## config.mk

```make
export PLATFORM = sky130hd
export DESIGN_NAME = cart_bank_mapper
export DESIGN_NICKNAME = d
export VERILOG_FILES = /design/src/rtl/cart_map_pkg.sv /design/src/rtl/cart_region_decode.sv /design/src/rtl/cart_bank_file.sv /design/src/rtl/cart_ram_xlate.sv /design/src/rtl/cart_bank_mapper.sv
export SDC_FILE = /design/constraint.sdc
export NUM_CORES = 1
export LEC_CHECK = 0
export BUFFER_PORTS_ARGS = -buffer_cell sky130_fd_sc_hd__buf_2
export CAP_MARGIN = 20
export CORE_ASPECT_RATIO = 1.5
export CORE_MARGIN = 4
export CORE_UTILIZATION = 30
export DETAILED_ROUTE_END_ITERATION = 8
export PLACE_DENSITY = 0.54
export SYNTH_ARGS = -nofsm -noshare
export SYNTH_HDL_FRONTEND = slang
export SYNTH_SLANG_ARGS = --single-unit
```

## constraint.sdc

```tcl
create_clock -name clk -period 4.33 [get_ports clk]
set_input_delay 0.2165 -clock clk [delete_from_list [all_inputs] [get_ports clk]]
set_output_delay 0.2165 -clock clk [all_outputs]
set_load 0.01 [all_outputs]
```

## src/rtl/cart_map_pkg.sv

```systemverilog
package cart_map_pkg;

    localparam int CPU_AW    = 16;
    localparam int BANK_W    = 8;
    localparam int WIN_BITS  = 12;
    localparam int ROM_AW    = BANK_W + WIN_BITS;
    localparam int RAM_OFF_W = 14;
    localparam int RAM_AW    = RAM_OFF_W + 1;

    typedef enum logic [2:0] {
        RGN_NONE,
        RGN_RAM,
        RGN_BANKED,
        RGN_FIXED,
        RGN_CTRL
    } region_e;

    // control register fields, bit positions follow the written data byte
    typedef struct packed {
        logic low_only;   // bit 4
        logic fold_a9;    // bit 2
        logic fold_a8;    // bit 1
        logic ram_upper;  // bit 0
    } mem_ctrl_t;

endpackage

```

## src/rtl/cart_region_decode.sv

```systemverilog
module cart_region_decode
    import cart_map_pkg::*;
#(
    parameter int IDX_W = 3
) (
    input  logic [CPU_AW-1:0] addr,
    output region_e           region,
    output logic [IDX_W-1:0]  win_idx
);

    always_comb begin
        unique case (addr[15:12]) inside
            [4'h4:4'h7]: region = RGN_RAM;
            [4'h8:4'hE]: region = RGN_BANKED;
            4'hF:        region = (addr[11:0] == 12'hFFF) ? RGN_CTRL : RGN_FIXED;
            default:     region = RGN_NONE;
        endcase
    end

    // $8000 -> 0 ... $E000 -> 6
    assign win_idx = IDX_W'(addr[14:12]);

endmodule

```

## src/rtl/cart_bank_file.sv

```systemverilog
module cart_bank_file #(
    parameter int NUM_WIN = 7,
    parameter int BANK_W  = 8,
    parameter int IDX_W   = $clog2(NUM_WIN)
) (
    input  logic              clk,
    input  logic              rst_n,
    input  logic              load,
    input  logic [IDX_W-1:0]  idx,
    input  logic [BANK_W-1:0] wdata,
    output logic [BANK_W-1:0] rd_bank
);

    logic [BANK_W-1:0] bank_q [NUM_WIN];

    for (genvar w = 0; w < NUM_WIN; w++) begin : g_win
        always_ff @(posedge clk) begin
            if (!rst_n)
                bank_q[w] <= '0;
            else if (load && (idx == IDX_W'(w)))
                bank_q[w] <= wdata;
        end
    end

    always_comb begin
        rd_bank = '0;
        for (int w = 0; w < NUM_WIN; w++)
            if (idx == IDX_W'(w))
                rd_bank = bank_q[w];
    end

endmodule

```

## src/rtl/cart_ram_xlate.sv

```systemverilog
module cart_ram_xlate
    import cart_map_pkg::*;
#(
    parameter int FOLD_LSB  = 8,
    parameter int NUM_FOLD  = 2,
    parameter int LOW_SPLIT = RAM_OFF_W - 1
) (
    input  logic                 clk,
    input  logic                 rst_n,
    input  logic                 ctrl_load,
    input  logic [BANK_W-1:0]    wdata,
    input  logic [RAM_OFF_W-1:0] offset,
    output logic [RAM_AW-1:0]    ram_addr
);

    mem_ctrl_t ctrl_q;
    logic [NUM_FOLD-1:0] fold_en;
    logic [RAM_OFF_W-1:0] folded;
    logic in_low;

    always_ff @(posedge clk) begin
        if (!rst_n)
            ctrl_q <= '0;
        else if (ctrl_load)
            ctrl_q <= '{low_only: wdata[4], fold_a9: wdata[2],
                        fold_a8: wdata[1], ram_upper: wdata[0]};
    end

    assign in_low     = !offset[LOW_SPLIT];
    assign fold_en[0] = ctrl_q.fold_a8 && (!ctrl_q.low_only || in_low);
    assign fold_en[1] = ctrl_q.fold_a9 && (!ctrl_q.low_only || in_low);

    for (genvar b = 0; b < RAM_OFF_W; b++) begin : g_bit
        if (b >= FOLD_LSB && b < FOLD_LSB + NUM_FOLD) begin : g_fold
            assign folded[b] = offset[b] && !fold_en[b - FOLD_LSB];
        end else begin : g_pass
            assign folded[b] = offset[b];
        end
    end

    assign ram_addr = {ctrl_q.ram_upper, folded};

endmodule

```

## src/rtl/cart_bank_mapper.sv

```systemverilog
module cart_bank_mapper
    import cart_map_pkg::*;
#(
    parameter int          NUM_WIN    = 7,
    parameter logic [7:0]  FIXED_BANK = 8'hFF
) (
    input  logic              clk,
    input  logic              rst_n,
    input  logic [15:0]       cpu_addr,
    input  logic [7:0]        cpu_wdata,
    input  logic              cpu_en,
    input  logic              cpu_we,
    output logic [19:0]       rom_addr,
    output logic              rom_cs,
    output logic [14:0]       ram_addr,
    output logic              ram_cs,
    output logic              ram_we
);

    localparam int IDX_W = $clog2(NUM_WIN);

    region_e           region;
    logic [IDX_W-1:0]  win_idx;
    logic [BANK_W-1:0] cur_bank;
    logic              wr, rd;

    assign wr = cpu_en && cpu_we;
    assign rd = cpu_en && !cpu_we;

    cart_region_decode #(.IDX_W(IDX_W)) u_dec (
        .addr    (cpu_addr),
        .region  (region),
        .win_idx (win_idx)
    );

    cart_bank_file #(.NUM_WIN(NUM_WIN), .BANK_W(BANK_W), .IDX_W(IDX_W)) u_banks (
        .clk     (clk),
        .rst_n   (rst_n),
        .load    (wr && (region == RGN_BANKED)),
        .idx     (win_idx),
        .wdata   (cpu_wdata),
        .rd_bank (cur_bank)
    );

    cart_ram_xlate u_ram (
        .clk       (clk),
        .rst_n     (rst_n),
        .ctrl_load (wr && (region == RGN_CTRL)),
        .wdata     (cpu_wdata),
        .offset    (cpu_addr[RAM_OFF_W-1:0]),
        .ram_addr  (ram_addr)
    );

    always_comb begin
        rom_cs   = 1'b0;
        ram_cs   = 1'b0;
        rom_addr = {cur_bank, cpu_addr[WIN_BITS-1:0]};
        unique case (region)
            RGN_RAM:    ram_cs = cpu_en;
            RGN_BANKED: rom_cs = rd;
            RGN_FIXED,
            RGN_CTRL: begin
                rom_cs   = rd;
                rom_addr = {FIXED_BANK, cpu_addr[WIN_BITS-1:0]};
            end
            default: ;
        endcase
    end

    assign ram_we = ram_cs && cpu_we;

endmodule

```

==> flow_metrics.tcl, run 1 <==
set metrics [dict create \
    syn_inst 232 \
    layout.cells.non_filler 428 \
    grt-ovfl-total 0 \
    num_antenna_cells 0 \
    root_buffer "clkbuf_16" \
    setup_viol 0 \
    synth_ff_type "edfxtp_1" \
    syn_area_per_cell_um2 13.56 \
    slowest_stage "mux4_1" \
    grt_pass1_wl_mm 11.41 \
    met1_usage_pct 15.28 \
    min_path_type "in -> reg" \
    layout_min_cycle_time_ns 2.059 \
    fmax_mhz 485.7 \
    synth-xor-area-share_pct 0 \
    synth_area_leaders "edfxtp_1, mux4_1, and2_1" \
    die_x_um 91.63 \
    p_leak_nw 1.460 \
    io_buffers 65 \
    grt_busiest_layer "met2" \
    die_area_mm2 0.01223 \
    initial_core_util_pct 30.88 \
    max_stage_delay_ns 0.69 \
    vias_per_cell 4.657 \
    synth_top_family_by_area "simple AND/OR/NAND/NOR gates" \
    grtUsageMet2_pct 21.39 \
    max_cap_violations 0 \
    start_kind "input pin" \
    cts_buffer_depth 2 \
    ant_nets 0 \
    grt_use_total_pct 12.69 \
    synth_fa_ha_area_share_pct 0 \
    synth_warnings 0 \
    die_h_um 133.4 \
    dr.pass1.iters 5 \
    met3_usage_pct 3.107 \
    cts_sinks 60 \
    antenna_found_initial 0 \
    ir_drop_uv 223.7 \
    path_depth 4 \
    synthesis.area_mm2 0.003147 \
    syn_nets 260 \
    h-tree-depth 3 \
    synth_cell_types 30 \
    tns_ns 0 \
    ctsHoldBuffers 0 \
    slew_headroom_pct 55.04 \
    synthMuxAreaShare_pct 14.87 \
    synth_compound_area_share_pct 3.976 \
    cts_buffers 9 \
    rows 45 \
    synth_edf_count 56 \
    hold_violations 0 \
    reg2reg_depth 2 \
    layout-drive-gt1-share_pct 32.75 \
    cp_max_fo 27 \
    worst_setup_path_end_kind "output pin" \
    cts_tree "built" \
    ys_seq_area_share_pct 55.98 \
    slew_viol_final 0 \
    grt_pass1_vias 2031 \
    yosys.area_share.simple_pct 17.50 \
    arrival_ns 1.84 \
    drt_first_iter_violations 168 \
    dp.cells 406 \
    synthArstFlopShare_pct 0 \
    tightest_slew_ns 0.6692 \
    finClkSkew_ns 0 \
    pin_count 66 \
    core_area_mm2 0.01019 \
    synth_top_area_share_pct 53.44 \
    clock_latency_ns 0.32 \
    period_share_pct 47.55 \
    worstPathRequired_ns 4.11 \
    powerDensity_mw_per_mm2 417.4 \
    fin_nets 310 \
    synth-seq-cells 60 \
    yosysTopAreaCell "edfxtp_1" \
    critPathKind "in -> out" \
    crit_chain "buf_2 > mux4_1 > mux2_2 > buf_2" \
    vias 1993 \
    p_total_mw 1.573 \
    worst-path-buf-inv 2 \
    wirelength_mm 7.509 \
    hpwl_mm 5.616 \
    status "completed" \
    path_delay_family "multiplexers" \
    post-route-drc-count 0 \
    post_cts_resized 0 \
    post_cts_buffers 0 \
    area_growth_syn_to_layout_pct 19.80 \
    grt_max_degree 28 \
    rsz0062_at_grt "false" \
    hold_path_depth 3 \
    hold_ws_ns 0.2379 \
    gp_congestion 0.7419 \
    avgRoutedWirePerCell_um 17.54 \
    clk_pin_slew_ns 0.05 \
    cp_common_cell "buf_2" \
]
[cell type report]
class | count | area (µm²)
Clock buffer | 12 | 246.5
Clock inverter | 4 | 72.57
Fill cell | 991 | 6421
Inverter | 1 | 3.754
Multi-Input combinational cell | 138 | 1144
Sequential cell | 60 | 1762
Tap cell | 141 | 176.4
Timing Repair Buffer | 72 | 365.4
[cells in the mapped netlist, types with 5 or more instances]
master,number
mux2_2,8
o21ai_0,10
nand3_1,7
nor3_1,5
and2_1,56
buf_4,25
mux4_1,14
edfxtp_1,56
nor2_1,6
a21oi_1,6
[report_power, final]
group / leakage, nW / switching, mW / internal (mW) / total (mW)
registers: 0.566 / 0.0109 / 0.664 / 0.675
logic: 0.741 / 0.0804 / 0.0629 / 0.143
clock network: 0.153 / 0.237 / 0.518 / 0.755
[cell usage in the layout, fill, tap and decap left out, types with 3 or more instances in the layout]
cell type,count
buf_2,70
nor2_1,6
nand2_1,4
nand4_1,3
edfxtp_1,56
mux4_1,14
mux2_2,8
dfxtp_1,4
nor3_1,5
a21oi_1,6
and2_1,56
clkbuf_16,9
nand3_1,7
o21ai_0,10
nand2b_1,4
[worst register-to-register path, delay by kind of cell, from the launching register on]
family         cells  cell delay, ns
flip-flops         1            0.32
AO/OA/AOI/OAI      2            0.24
[metrics by stage]
stage               area, µm²  util, %  setup slack [ns]
floorplan                3147        -             2.590
global placement         3411    33.47             2.041
detailed placement       3418    33.54             2.006
CTS                      3737    36.67             2.232
global route             3770    36.99             2.201
finish                   3770    36.99             2.271
[registers in the layout, indices dropped and copies added, names as in the netlist]
signal	cells
u_banks.bank_q	56
u_ram.ctrl_q	3
u_ram.ram_addr	1
[cells by family after synthesis]
group           count (synthesis)
simple gates                   93
flops                          60
buf+inv                        34
mux                            23
compound gates                 22
[path summary, 6_finish.rpt]
check                     start                  to  slack, ns
max                cpu_addr[12]        rom_addr[13]       2.27
min                cpu_wdata[0]  u_ram.ram_addr[14]       0.24
max reg2reg     u_ram.ctrl_q[1]     u_ram.ctrl_q[1]       3.71
min reg2reg  u_ram.ram_addr[14]  u_ram.ram_addr[14]       0.49
[per-layer routing]
layer	share of wire, %	vias up
met4	1.4	0
li1	-	942
met2	51	78
met1	43	968
met3	5.4	5
met5	0	-
No activity file was read; power rests on OpenSTA's default activity.
==> run 2, diff against run 1 <==
PLACE_DENSITY = 0.56   (was 0.54)
clock period = 1.68 ns   (was 4.33 ns; I/O delays follow)
==> run 2 against run 1 <==
The flow now finishes with violations (negative setup slack); routed wire length increased by 5.1%; worst hold slack worse by 0.15 ns; register-to-register slack got worse by 2.7 ns; largest cell class unchanged; largest power group unchanged.
==> flow_metrics.tcl, run 2 (synthesis gave the netlist of run 1 again) <==
set metrics [dict create \
    status "finished with violations" \
    violations "negative setup slack" \
    avgRoutedWirePerCell_um 17.46 \
    grt_pass1_wl_mm 12.19 \
    cts_buffers 9 \
    grt-ovfl-total 0 \
    wirelength_mm 7.893 \
    arrival_ns 1.64 \
    ctsHoldBuffers 0 \
    setup_ws_ns -0.04149 \
    rr_endpoint "u_ram.ram_addr[14]" \
    core_area_mm2 0.01019 \
    root_buffer "clkbuf_16" \
    hold_path_startpoint "cpu_wdata[4]" \
    layout_commonest_cell "buf_2" \
    dr.pass1.iters 4 \
    die_area_mm2 0.01223 \
    tightest_slew_ns 0.6541 \
    p_leak_nw 1.576 \
    min_path_type "in -> reg" \
    ir_drop_uv 445.5 \
    post-route-drc-count 0 \
    hold_violations 0 \
    h-tree-depth 3 \
    largest-register "u_banks.bank_q" \
    rows 45 \
    cts_tree "built" \
    worstPathRequired_ns 1.60 \
    clk_pin_slew_ns 0.05 \
    powerDensity_mw_per_mm2 1004 \
    hold_ws_ns 0.08529 \
    cts_buffer_depth 2 \
    finClkSkew_ns 0 \
    io_buffers 65 \
    pin_count 66 \
    reg2reg_depth 2 \
    cp_max_fo 1 \
    max_cap_violations 0 \
    layout-drive-gt1-share_pct 42.44 \
    start_kind "register" \
    die_h_um 133.4 \
    slew_viol_final 0 \
    grt_max_degree 22 \
    vias 2138 \
    grt_pass1_vias 2099 \
    gp_congestion 0.8363 \
    fmax_mhz 580.9 \
    post_cts_resized 26 \
    initial_core_util_pct 30.88 \
    area_growth_syn_to_layout_pct 25.88 \
    ant_nets 0 \
    vias_per_cell 4.730 \
    worst_setup_path_end_kind "output pin" \
    layout.cells.non_filler 452 \
    grt_use_total_pct 13.75 \
    cts_sinks 60 \
    largest_register_ffs 56 \
    holdPathEnd "u_ram.ctrl_q[3]" \
    layout_min_cycle_time_ns 1.721 \
    critPathKind "reg -> out" \
    drt_first_iter_violations 176 \
    slew_headroom_pct 56.06 \
    hold_path_depth 3 \
    post_cts_buffers 0 \
    timing.rr.start "u_ram.ram_addr[14]" \
    mostFrequentLayoutCells "buf_2, and2_1, edfxtp_1, buf_4, mux4_2" \
    rsz0062_at_grt "true" \
    tns_ns -0.08763 \
    num_antenna_cells 0 \
    ff2ff_setup_slack_ns 1.05 \
    antenna_found_initial 0 \
    clock_latency_ns 0.33 \
    fin_nets 334 \
    die_x_um 91.63 \
    hpwl_mm 5.928 \
    dp.cells 435 \
    period_share_pct 102.5 \
    setup_viol 4 \
]
==> run 2: changes by cell type in the layout (fill, tap and decap cells not counted), sizes merged <==
cell and delta:
clkinvlp -1, buf +24, clkinv +5, clkbuf -3, bufinv -1
==> run 2: area by class of cell <==
type / instances / area (µm²)
inverters: 1 / 3.754
clock buffers: 9 / 225.2
well taps: 141 / 176.4
repair buffers: 96 / 601.8
clock inverters: 7 / 67.56
multi-input cells: 138 / 1125
flip-flops and latches: 60 / 1762
fillers: 977 / 6230
==> run 2: worst max-delay path, stage by stage, from the launching register on <==
cell and delay [ns]:
edfxtp_1 0.40, mux4_2 0.49, mux2_4 0.29, buf_6 0.12
==> run 2: stage by stage <==
stage          total power, mW  util (%)  setup WS, ns  area (µm²)
5_1_grt                  4.116     38.87      -0.08612        3961
3_3_place_gp             2.156     35.68      -0.06808        3636
3_5_place_dp             2.163     35.68       -0.1095        3636
6_report                 3.975     38.87      -0.04149        3961
4_1_cts                  4.011     38.86      -0.07199        3960
2_1_floorplan            1.990         -       0.07268        3147
==> run 2: power breakdown <==
group	total (mW)	internal, mW	switching (mW)
combinational	0.449	0.228	0.221
clock	1.79	1.14	0.652
sequential	1.73	1.71	0.0252
total	3.98	3.08	0.898
==> run 2: routing by layer <==
metal  global-route usage (%)  wire length, µm  vias up
li1                         -                -      979
met1                    16.03             3111     1036
met2                    23.42             4070      107
met3                    2.938              504       16
met4                    7.299              206        0
met5                        0                0        -
==> run 2: worst max-delay path by stage <==
stage / startpoint / to
after floorplan: cpu_addr[12] / u_banks.bank_q[1][16]
after global placement: cpu_addr[12] / u_banks.bank_q[0][10]
after detailed placement: cpu_addr[12] / u_banks.bank_q[0][11]
after CTS: u_banks.bank_q[0][4] / rom_addr[16]
after global routing: u_banks.bank_q[0][4] / rom_addr[16]
final: u_banks.bank_q[0][7] / rom_addr[19]
==> run 3, diff against run 2 <==
CTS_BUF_LIST = sky130_fd_sc_hd__clkbuf_16   (was not set)
GPL_ROUTABILITY_DRIVEN = 1   (was not set)
PLACE_DENSITY = 0.54   (was 0.56)
clock period = 1.6 ns   (was 1.68 ns; I/O delays follow)
==> run 3 against run 2 <==
The flow still finishes with violations (negative setup slack); clock skew did not move; final area fell by 2.0%; final cell count fell by 2.0%; setup slack got worse by 0.035 ns; total power rose by 1.6%; routed wire length fell by 6.9%; utilization fell by 0.77 points; sequential share of layout area rose by 0.90 points; largest power group is now sequential cells; worst hold slack improved by 0.0040 ns; register-to-register slack got worse by 0.05 ns; critical endpoint is now rom_addr[17]; die area did not move; count of clock-buffer cells in the layout did not move.
==> flow_metrics.tcl, run 3 (synthesis gave the netlist of run 1 again) <==
set metrics [dict create \
    status "finished with violations" \
    violations "negative setup slack" \
    rsz0062_at_grt "true" \
    utilization_pct 38.10 \
    ff2ff_setup_slack_ns 1.00 \
    start_kind "register" \
    cp_max_fo 1 \
    p_leak_nw 1.529 \
    cts_sinks 60 \
    reg2reg_depth 2 \
    area_growth_syn_to_layout_pct 23.38 \
    worstPathRequired_ns 1.52 \
    hold_ws_ns 0.08931 \
    wl_met1_mm 3.100 \
    clk_pin_slew_ns 0.05 \
    post-route-drc-count 0 \
    die_x_um 91.63 \
    rr_endpoint "u_ram.ctrl_q[1]" \
    worst-path-buf-inv 1 \
    largest-register "u_banks.bank_q" \
    setup_viol 7 \
    intPower_mw 3.198 \
    largest_register_ffs 56 \
    initial_core_util_pct 30.88 \
    ant_nets 0 \
    wirelength_mm 7.352 \
    min_path_type "in -> reg" \
    hold_violations 0 \
    period_share_pct 104.8 \
    ctsHoldBuffers 0 \
    tns_ns -0.4448 \
    top_layer "met4" \
    slew_viol_final 0 \
    cts_buffer_depth 2 \
    pin_count 66 \
    worst_setup_path_end_kind "output pin" \
    combPwrFrac_pct 11.4 \
    mostFrequentLayoutCells "buf_2, and2_1, edfxtp_1, buf_4, mux4_2" \
    p_clk_share_pct 43.5 \
    vias_per_cell 4.596 \
    h-tree-depth 3 \
    die_h_um 133.4 \
    setup_ws_ns -0.07608 \
    finClkSkew_ns 0 \
    layout-drive-gt1-share_pct 39.74 \
    timing.rr.start "u_ram.ctrl_q[1]" \
    hold_path_depth 3 \
    die_area_mm2 0.01223 \
    max_cap_violations 0 \
    powerDensity_mw_per_mm2 1040 \
    tightest_slew_ns 0.9577 \
    path_delay_family "multiplexers" \
    cts_buffers 9 \
    grt_pass1_vias 2110 \
    dr_wl_met3_um 391 \
    grt_max_degree 22 \
    hpwl_mm 5.625 \
    vias 2036 \
    slew_headroom_pct 35.66 \
    grt_use_total_pct 13.08 \
    slowest_stage "mux4_2" \
    dr.pass1.iters 4 \
    core_area_mm2 0.01019 \
    root_buffer "clkbuf_16" \
    arrival_ns 1.60 \
    post_cts_buffers 0 \
    holdPathEnd "u_ram.ram_addr[14]" \
    max_stage_delay_ns 0.50 \
    grt-ovfl-total 0 \
    drt_first_iter_violations 113 \
    cts_tree "built" \
    hold_path_startpoint "cpu_wdata[0]" \
    fin_nets 326 \
    layout_commonest_cell "buf_2" \
    clock_latency_ns 0.32 \
    swShare_pct 20.79 \
    critPathKind "reg -> out" \
    dr_wl_met2_mm 3.703 \
    fmax_mhz 596.6 \
    num_antenna_cells 0 \
    ir_drop_uv 498.3 \
    layout_min_cycle_time_ns 1.676 \
    antenna_found_initial 0 \
    gp_congestion 0.7927 \
    share_seq_of_total_power_pct 45.2 \
    avgRoutedWirePerCell_um 16.60 \
    io_buffers 65 \
    grt_pass1_wl_mm 11.83 \
    crit_chain "mux4_2 > mux2_4 > buf_6" \
    p_sw_uw 839.5 \
    rows 45 \
]
run 3: cell count changes in the layout (fill, tap and decap cells not counted):
cell / delta
inv_1: +3
clkbuf_4: +1
clkinv_1: +1
mux4_1: -1
clkbuf_2: -1
buf_4: -8
clkinv_4: -2
clkinv_2: -3
mux4_2: +1
run 3: worst max-delay path by stage:
stage | start | end | slack, ns | cells past startpoint
finish | u_banks.bank_q[1][13] | rom_addr[17] | -0.08 | 3
global route | u_banks.bank_q[1][3] | rom_addr[15] | -0.14 | 3
CTS | u_banks.bank_q[1][3] | rom_addr[15] | -0.11 | 3
detailed placement | cpu_addr[12] | u_banks.bank_q[0][10] | -0.13 | 5
global placement | cpu_addr[12] | u_banks.bank_q[0][11] | -0.11 | 5
floorplan | cpu_addr[12] | u_banks.bank_q[1][16] | -0.003 | 4
run 3: through the flow:
step | setup slack [ns] | std cells | power [mW] | area (µm²)
final | -0.07608 | 443 | 4.037 | 3882
after global routing | -0.1394 | 443 | 4.201 | 3882
after CTS | -0.1115 | 443 | 4.070 | 3870
after detailed placement | -0.1306 | 428 | 2.262 | 3583
after global placement | -0.1070 | 428 | 2.257 | 3583
after floorplan | -0.003324 | 232 | 2.090 | 3147
run 3: worst reg2reg max path: cells and delay by family (launching register included):
kind               cells  cell delay (ns)
AOI/OAI and AO/OA      2             0.22
DFF                    1             0.32
run 3: layer usage:
layer	global-route usage, %	up-vias
met2	21.88	82
met4	5.537	0
met3	2.825	10
li1	-	959
met5	0	-
met1	16.21	985
run 3: what timing repair did:
action                                 4_1_cts  5_1_grt
endpoints found under the hold margin        0        0
setup endpoints to repair                    7        8
gates resized for setup                     19        9
run 3: layout make-up:
| type | count | area (µm²) |
|---|---|---|
| Fill cell | 969 | 6309 |
| Clock inverter | 6 | 50.05 |
| Tap cell | 141 | 176.4 |
| Clock buffer | 9 | 225.2 |
| Multi-Input combinational cell | 138 | 1121 |
| Inverter | 1 | 3.754 |
| Sequential cell | 60 | 1762 |
| Timing Repair Buffer | 88 | 544.3 |
run 3: power by group through the flow:
stage | clock network, mW | registers [mW] | logic, mW
after detailed placement | 0 | 1.85 | 0.412
after global placement | 0 | 1.85 | 0.410
after floorplan | 0 | 1.84 | 0.254
after CTS | 1.79 | 1.82 | 0.454
final | 1.75 | 1.82 | 0.459
after global routing | 1.87 | 1.83 | 0.503
